## src/rtl/echo_seq_pkg.sv

```systemverilog
package echo_seq_pkg;

  localparam int unsigned INSN_BYTES = 4;

  typedef enum logic [2:0] {
    NPC_HOLD,
    NPC_SEQ,
    NPC_BRANCH,
    NPC_ECHO,
    NPC_RETURN
  } npc_sel_e;

endpackage

```

## src/rtl/echo_addr_check.sv

```systemverilog
module echo_addr_check #(
  parameter int unsigned ADDR_W = 32,
  parameter int unsigned LEN_W  = 8
) (
  input  logic [ADDR_W-1:0] cur_pc,
  input  logic [ADDR_W-1:0] offset,
  input  logic [LEN_W-1:0]  length,
  output logic [ADDR_W-1:0] replay_base,
  output logic              empty_run,
  output logic              bad_offset
);

  localparam int unsigned ALIGN_W = $clog2(echo_seq_pkg::INSN_BYTES);

  logic misaligned;
  logic zero_dist;
  logic underflow;

  always_comb begin
    misaligned  = offset[ALIGN_W-1:0] != '0;
    zero_dist   = offset == '0;
    underflow   = offset > cur_pc;
    bad_offset  = misaligned | zero_dist | underflow;
    empty_run   = length == '0;
    replay_base = cur_pc - offset;
  end

endmodule

```

## src/rtl/echo_replay_ctrl.sv

```systemverilog
module echo_replay_ctrl #(
  parameter int unsigned ADDR_W = 32,
  parameter int unsigned LEN_W  = 8
) (
  input  logic              clk,
  input  logic              rst_n,
  input  logic              issue,
  input  logic              start,
  input  logic              cancel,
  input  logic [LEN_W-1:0]  length,
  input  logic [ADDR_W-1:0] resume_addr,
  output logic              active,
  output logic              final_slot,
  output logic [ADDR_W-1:0] ret_addr
);

  logic [LEN_W-1:0] remain_q;

  always_ff @(posedge clk) begin
    if (!rst_n) begin
      active   <= 1'b0;
      remain_q <= '0;
      ret_addr <= '0;
    end else if (issue) begin
      if (start) begin
        active   <= 1'b1;
        remain_q <= length;
        ret_addr <= resume_addr;
      end else if (active) begin
        if (cancel) begin
          active   <= 1'b0;
          remain_q <= '0;
          ret_addr <= '0;
        end else if (remain_q == LEN_W'(1)) begin
          active   <= 1'b0;
          remain_q <= '0;
        end else begin
          remain_q <= remain_q - LEN_W'(1);
        end
      end
    end
  end

  assign final_slot = active && (remain_q == LEN_W'(1));

endmodule

```

## src/rtl/fetch_pc_unit.sv

```systemverilog
module fetch_pc_unit
  import echo_seq_pkg::*;
#(
  parameter int unsigned    ADDR_W    = 32,
  parameter logic [ADDR_W-1:0] RESET_VEC = '0
) (
  input  logic              clk,
  input  logic              rst_n,
  input  npc_sel_e          sel,
  input  logic [ADDR_W-1:0] branch_tgt,
  input  logic [ADDR_W-1:0] echo_tgt,
  input  logic [ADDR_W-1:0] ret_addr,
  output logic [ADDR_W-1:0] pc,
  output logic [ADDR_W-1:0] pc_next_seq
);

  logic [ADDR_W-1:0] npc;

  assign pc_next_seq = pc + ADDR_W'(INSN_BYTES);

  always_comb begin
    case (sel)
      NPC_SEQ:    npc = pc_next_seq;
      NPC_BRANCH: npc = branch_tgt;
      NPC_ECHO:   npc = echo_tgt;
      NPC_RETURN: npc = ret_addr;
      default:    npc = pc;
    endcase
  end

  always_ff @(posedge clk) begin
    if (!rst_n) pc <= RESET_VEC;
    else        pc <= npc;
  end

endmodule

```

## src/rtl/echo_fetch_seq.sv

```systemverilog
module echo_fetch_seq
  import echo_seq_pkg::*;
#(
  parameter int unsigned       ADDR_W    = 32,
  parameter int unsigned       LEN_W     = 8,
  parameter logic [ADDR_W-1:0] RESET_VEC = '0
) (
  input  logic              clk,
  input  logic              rst_n,
  input  logic              stall,
  input  logic              dec_echo,
  input  logic [ADDR_W-1:0] dec_offset,
  input  logic [LEN_W-1:0]  dec_length,
  input  logic              dec_taken,
  input  logic [ADDR_W-1:0] dec_target,
  output logic [ADDR_W-1:0] fetch_pc,
  output logic              echo_active,
  output logic              echo_fault,
  output logic              nest_fault
);

  logic              issue;
  logic              echo_try;
  logic              start_echo;
  logic              nest_evt;
  logic              fault_evt;
  logic              last_issue;
  logic              empty_run;
  logic              bad_offset;
  logic [ADDR_W-1:0] replay_base;
  logic [ADDR_W-1:0] ret_addr;
  logic [ADDR_W-1:0] pc_plus4;
  npc_sel_e          sel;

  echo_addr_check #(.ADDR_W(ADDR_W), .LEN_W(LEN_W)) u_check (
    .cur_pc      (fetch_pc),
    .offset      (dec_offset),
    .length      (dec_length),
    .replay_base (replay_base),
    .empty_run   (empty_run),
    .bad_offset  (bad_offset)
  );

  assign issue      = ~stall;
  assign echo_try   = issue & dec_echo & ~dec_taken;
  assign start_echo = echo_try & ~echo_active & ~empty_run & ~bad_offset;
  assign nest_evt   = echo_try & echo_active;
  assign fault_evt  = echo_try & ~echo_active & ~empty_run & bad_offset;

  echo_replay_ctrl #(.ADDR_W(ADDR_W), .LEN_W(LEN_W)) u_replay (
    .clk         (clk),
    .rst_n       (rst_n),
    .issue       (issue),
    .start       (start_echo),
    .cancel      (dec_taken),
    .length      (dec_length),
    .resume_addr (pc_plus4),
    .active      (echo_active),
    .final_slot  (last_issue),
    .ret_addr    (ret_addr)
  );

  always_comb begin
    if (!issue)          sel = NPC_HOLD;
    else if (dec_taken)  sel = NPC_BRANCH;
    else if (start_echo) sel = NPC_ECHO;
    else if (last_issue) sel = NPC_RETURN;
    else                 sel = NPC_SEQ;
  end

  fetch_pc_unit #(.ADDR_W(ADDR_W), .RESET_VEC(RESET_VEC)) u_pc (
    .clk         (clk),
    .rst_n       (rst_n),
    .sel         (sel),
    .branch_tgt  (dec_target),
    .echo_tgt    (replay_base),
    .ret_addr    (ret_addr),
    .pc          (fetch_pc),
    .pc_next_seq (pc_plus4)
  );

  always_ff @(posedge clk) begin
    if (!rst_n) begin
      echo_fault <= 1'b0;
      nest_fault <= 1'b0;
    end else begin
      echo_fault <= fault_evt;
      nest_fault <= nest_evt;
    end
  end

endmodule

```

## config.mk

```make
export PLATFORM = sky130hd
export DESIGN_NAME = echo_fetch_seq
export DESIGN_NICKNAME = d
export VERILOG_FILES = /design/src/rtl/echo_seq_pkg.sv /design/src/rtl/echo_addr_check.sv /design/src/rtl/echo_replay_ctrl.sv /design/src/rtl/fetch_pc_unit.sv /design/src/rtl/echo_fetch_seq.sv
export SDC_FILE = /design/constraint.sdc
export NUM_CORES = 1
export LEC_CHECK = 0
export BUFFER_PORTS_ARGS = -buffer_cell sky130_fd_sc_hd__buf_4
export CAP_MARGIN = 25
export CELL_PAD_IN_SITES_DETAIL_PLACEMENT = 1
export CELL_PAD_IN_SITES_GLOBAL_PLACEMENT = 1
export CORE_MARGIN = 10
export CORE_UTILIZATION = 44
export DETAILED_ROUTE_END_ITERATION = 8
export PLACE_DENSITY_LB_ADDON = 0.05
export SKIP_LAST_GASP = 1
export SLEW_MARGIN = 20
export SYNTH_ARGS = -nofsm -noshare
export SYNTH_HDL_FRONTEND = slang
export SYNTH_SLANG_ARGS = --single-unit
```

## constraint.sdc

```tcl
create_clock -name clk -period 6.1 [get_ports clk]
set_input_delay 0.305 -clock clk [delete_from_list [all_inputs] [get_ports clk]]
set_output_delay 0.305 -clock clk [all_outputs]
set_load 0.1 [all_outputs]
```

; After elaboration in Yosys (flattened, before gate mapping)
; Index checks and enable logic that the tools add are counted.
[op_classes]
addsub = 3
order_cmp = 1
eq_ne = 5
n_mux = 16
bitwise = 14
n_reduce_logical = 9
[ops]
columns = op, n
row1 = one-hot mux 32 bit (4 select lines), 1
row2 = 2-to-1 mux 32 bit, 3
row3 = "adder 32 x 3 -> 32 bit, second input constant", 1
row4 = > comparator 32 bit, 1
row5 = zero test 32 bit, 1
row6 = 2-to-1 mux 8 bit, 4
row7 = subtractor 32 bit, 1
row8 = 2-to-1 mux 3 bit, 4
row9 = "== test 8 x 1 -> 1 bit, second input constant", 1
row10 = zero test 8 bit, 1
row11 = "subtractor 8 x 1 -> 8 bit, second input constant", 1
row12 = AND 1 bit, 7
row13 = "== test 3 x 2 -> 1 bit, second input constant", 2
row14 = nonzero test 2 bit, 3
row15 = NOT 1 bit, 5
row16 = 2-to-1 mux 1 bit, 4
row17 = nonzero test 4 bit, 1
row18 = "== test 3 x 1 -> 1 bit, second input constant", 1
row19 = "== test 3 bit, second input constant", 1
row20 = AND reduction 3 bit, 1
row21 = bitwise OR 1 bit, 2
row22 = AND reduction 2 bit, 1
row23 = logical AND 1 bit, 1
[word_totals]
reg_bits = 75
input_bits = 77
output_inout_bits = 35

; Longest topological paths before layout
[logic_depth]
word_depth = 11
ltp_mapped = 15
mapped_depth_nobuf = 13

; Modules after synthesis
; From an unflattened synthesis, not the netlist that was laid out.
[unflattened]
cells_unflattened = 867
hier_area_um2 = 6625.1
[by_module_without_submodules]
columns = module, n_inst, cells_each, area_per_inst_um2
row1 = fetch_pc_unit, 1, 370, 2869.0
row2 = echo_addr_check, 1, 300, 1976.9
row3 = echo_replay_ctrl, 1, 182, 1636.6
row4 = echo_fetch_seq, 1, 15, 142.6

; Worst setup path after synthesis
; Ideal clock, no wire load.
[synth_path]
path_type = reg-to-reg
start = reg u_pc.pc[0]
end = reg u_pc.pc[26]
setup_ps = 119
arrival_time_ps = 3248
required_ps = 5981
path_slack_ps = 2733
path_stages_with_launch = 14
cell_sequence = dfxtp_1 > inv_1 > ha_1 > inv_1 > fa_1 > a21o_1 > nand4_1 > a211o_1 > a21oi_2 > a31oi_2 > o21bai_2 > nor4_1 > or4_1 > o2111a_1
[synth_via]
elab_chain_cells = 9
[synth_rtl]
columns = element, line
row1 = start: declaration, fetch_pc_unit.sv:13  ; output logic [ADDR_W-1:0] pc,
row2 = start signal: assignment, fetch_pc_unit.sv:33  ; else pc <= npc;
row3 = > comparator 32 bit, echo_addr_check.sv:22  ; underflow = offset > cur_pc;
row4 = bitwise OR 1 bit, echo_addr_check.sv:23  ; bad_offset = misaligned | zero_dist | underflow;
row5 = NOT 1 bit, echo_fetch_seq.sv:46  ; assign start_echo = echo_try & ~echo_active & ~empty_run & ~bad_offset;
row6 = AND 1 bit, echo_fetch_seq.sv:46
row7 = 2-to-1 mux 3 bit, echo_fetch_seq.sv:66  ; else if (start_echo) sel = NPC_ECHO;
row8 = 2-to-1 mux 3 bit, echo_fetch_seq.sv:65  ; else if (dec_taken) sel = NPC_BRANCH;
row9 = 2-to-1 mux 3 bit, echo_fetch_seq.sv:64  ; if (!issue) sel = NPC_HOLD;
row10 = "== test 3 bit, or another cell as far along", fetch_pc_unit.sv:22  ; case (sel)
row11 = one-hot mux 32 bit (4 select lines) / nonzero test 4 bit (equally long branches), --
; Several ways; a longest one is shown, not always the timed one.
; A chain may end at the register's enable or synchronous reset.

; Worst setup path in the final report
[layout_path]
start = reg u_pc.pc[0]
end = reg u_pc.pc[7]
; Same word-level chain as after synthesis.

==> flow_summary.toml <==
[outcome]
status = "complete, no violations"

[floorplan]
die_x_um = 136.1
dieHeight_um = 136.1
ios = 112
std_cell_rows = 42
design.core.area_um2 = 13240
start_util_pct = 44.82
die-area_um2 = 18540

[grt]
antenna_found_initial = 0
overflow = 0
grt_util_all_layers_pct = 24.47
grt_pass1_vias = 6971
grt_max_degree = 79
grt_first_pass_wirelength_um = 37020

[setup_path]
start_kind = "register"
worstPathMaxFanout = 35
cp-end-kind = "register"
arrival_ns = 3.93
crit_type = "register to register"
critPathRequiredTime_ns = 6.31
reg2reg_slack_ns = 2.39

[timing]
setup_viol = 0
clock-skew-final_ns = 0.007750
clock.fmax_mhz = 269.3
tightest_slew_ns = 0.9310
timing.final.crit_period_ns = 3.713
slew_viol_final = 0
fin_setup_tns_ns = 0
fin_crit_sh_pct = 60.87
slew_headroom_pct = 37.46
rsz0062_at_grt = "false"
final-hold-violation-count = 0
hold_slack_ns = 0.2302

[hold_path]
worstHoldPathType = "input pin to register"

[synthesis]
syn_area_um2 = 5936
async_flop_share_pct = 0
postSynthCellCount = 803
synth_edf_count = 0
yosysWarnings = 0
yosysMostFrequentCell = "a21oi_1"
synth.yosys.seq_area_share_pct = 25.30
synthTopCellsByArea = "dfxtp_1 25%, ha_1 7.4%, a21oi_1 7.2%"
ys_types = 59
ys_seq_elements = 75
synth_area_per_cell_um2 = 7.392
ys.flop_type = "dfxtp_1"
synth_top_area_share_pct = 25.30
synthesis.nets = 916
ys_top_cells_by_count = "85 x a21oi_1, 75 x dfxtp_1, 67 x o21ai_0"
yosysTopAreaCell = "dfxtp_1"

[power_and_ir_drop]
total_power_uw = 1610
ir_drop_mv = 0.1071
leakagePower_uw = 0.003010
power_density_nw_per_um2 = 224.6

[clocking]
cts.path.max_buffers = 2
cts.sinks = 75
ctsHoldBuffers = 0
post_cts_resized = 0
cts_post_setup_buffers_inserted = 0
cts_tree = "yes"
clk_latency_ns = 0.34
cts_max_level = 3
numCtsBuffers = 9
root_buffer = "clkbuf_16"
clkTransAtPathRegs_ns = 0.06

[detailed_routing]
vias = 6595
drt-total-wl_um = 23230
drt-initial-drc-count = 535
drcViolationCount = 0
antenna_left = 0
via_per_inst = 6.210
firstDrtPassIters = 5
wl_per_cell_um = 21.87

[place]
port_buffers = 111
routabilityCongestion = 0.8941
dp.cells = 1047
dpl.hpwl_um = 17050

[run]
maxCapViolations = 0

[final_layout]
layout-drive-gt1-share_pct = 16.48
syn2layout_area_growth_pct = 20.76
fillCellCount = 1721
nets = 996
final_cell_count_no_fill = 1062
n_antenna_cell = 0
-- per-stage QoR --
stage               utilization, %  worst slack (ns)  instance area [um2]
CTS                          53.92             2.412                 7141
detailed placement           51.64             2.304                 6839
finish                       54.13             2.387                 7168
floorplan                        -             2.733                 5936
global route                 54.13             2.119                 7168
global placement             51.53             2.399                 6824
-- critical path: stages (launching register included) --
cell and delay, ns:
dfxtp_1 0.39, inv_1 0.06, ha_1 0.19, inv_1 0.08, fa_1 0.20, a21o_1 0.15
nand4_1 0.13, a211o_1 0.36, a21oi_2 0.30, and3_4 0.28, o21a_2 0.61, buf_4 0.44
or3_1 0.18, o31a_1 0.14, a21oi_2 0.05
-- final timing paths --
kind                                      start                                  to  cells after the start
max                     u_pc.pc[0]$_SDFFE_PN0P_             u_pc.pc[7]$_SDFFE_PN0P_                     14
min                                    dec_echo               nest_fault$_SDFF_PN0_                      3
max reg2reg             u_pc.pc[0]$_SDFFE_PN0P_             u_pc.pc[7]$_SDFFE_PN0P_                     14
min reg2reg  u_replay.ret_addr[15]$_SDFFE_PN0P_  u_replay.ret_addr[15]$_SDFFE_PN0P_                      2
-- kinds of logic (layout without fill, tap and decap cells) --
kind of cell | after synthesis | in the layout | synth area share [%]
AO/OA/AOI/OAI | 273 | 273 | 29.70
AND/OR/NAND/NOR | 270 | 270 | 22.60
buffers and inverters | 93 | 176 | 6.387
flip-flops | 75 | 75 | 25.30
XOR/XNOR | 55 | 55 | 8.115
adder cells (fa/ha/maj) | 36 | 36 | 7.715
multiplexers | 1 | 1 | 0.1897
-- report_power, final --
group | total, uW | switching [uW] | leakage (uW) | internal [uW]
logic | 518 | 343 | 0.00225 | 174
clock network | 551 | 206 | 0.000151 | 345
registers | 541 | 33.9 | 0.000612 | 507
total | 1610 | 583 | 0.00301 | 1030
-- per-layer routing --
metal / share of wire (%) / GRT usage (%)
met1: 45 / 32.24
met3: 5.9 / 4.834
met4: 1.5 / 6.568
met5: 0 / 0
met2: 47 / 39.77
-- area by class of cell --
type / count / area, um2 / share of cell area [%]
clock inverter: 2 / 35.03 / 0.4887
tap: 176 / 220.2 / 3.072
clock buffer: 12 / 266.5 / 3.718
multi-input combinational: 635 / 4070 / 56.78
sequential: 75 / 1501 / 20.95
timing repair buffer: 117 / 905.9 / 12.64
inverter: 45 / 168.9 / 2.356
-- flip-flops by register name (all words and copies together) (netlist names) --
| name | cells |
|---|---|
| echo_fault | 1 |
| nest_fault | 1 |
| u_pc.pc | 32 |
| u_replay.active | 1 |
| u_replay.remain_q | 8 |
| u_replay.ret_addr | 32 |
-- layout by cell type, fill, tap and decap left out, types with 7 or more instances in the layout --
cell type | netlist | final
nand2_1 | 52 | 52
xnor2_1 | 23 | 23
a21oi_1 | 85 | 85
dfxtp_1 | 75 | 75
a31oi_1 | 13 | 13
inv_1 | 45 | 45
buf_4 | 2 | 115
ha_1 | 35 | 35
nand3_1 | 44 | 44
o21ai_0 | 67 | 67
nand4_1 | 7 | 7
and4_1 | 8 | 8
nor3_1 | 34 | 34
clkbuf_16 | 0 | 9
and3_1 | 8 | 8
a21o_1 | 16 | 16
a221oi_1 | 31 | 31
xor2_1 | 32 | 32
and2_1 | 17 | 17
nor2_1 | 62 | 62
nand2b_1 | 8 | 8
nor4_1 | 14 | 14
Power figures use the tool's default switching activity.
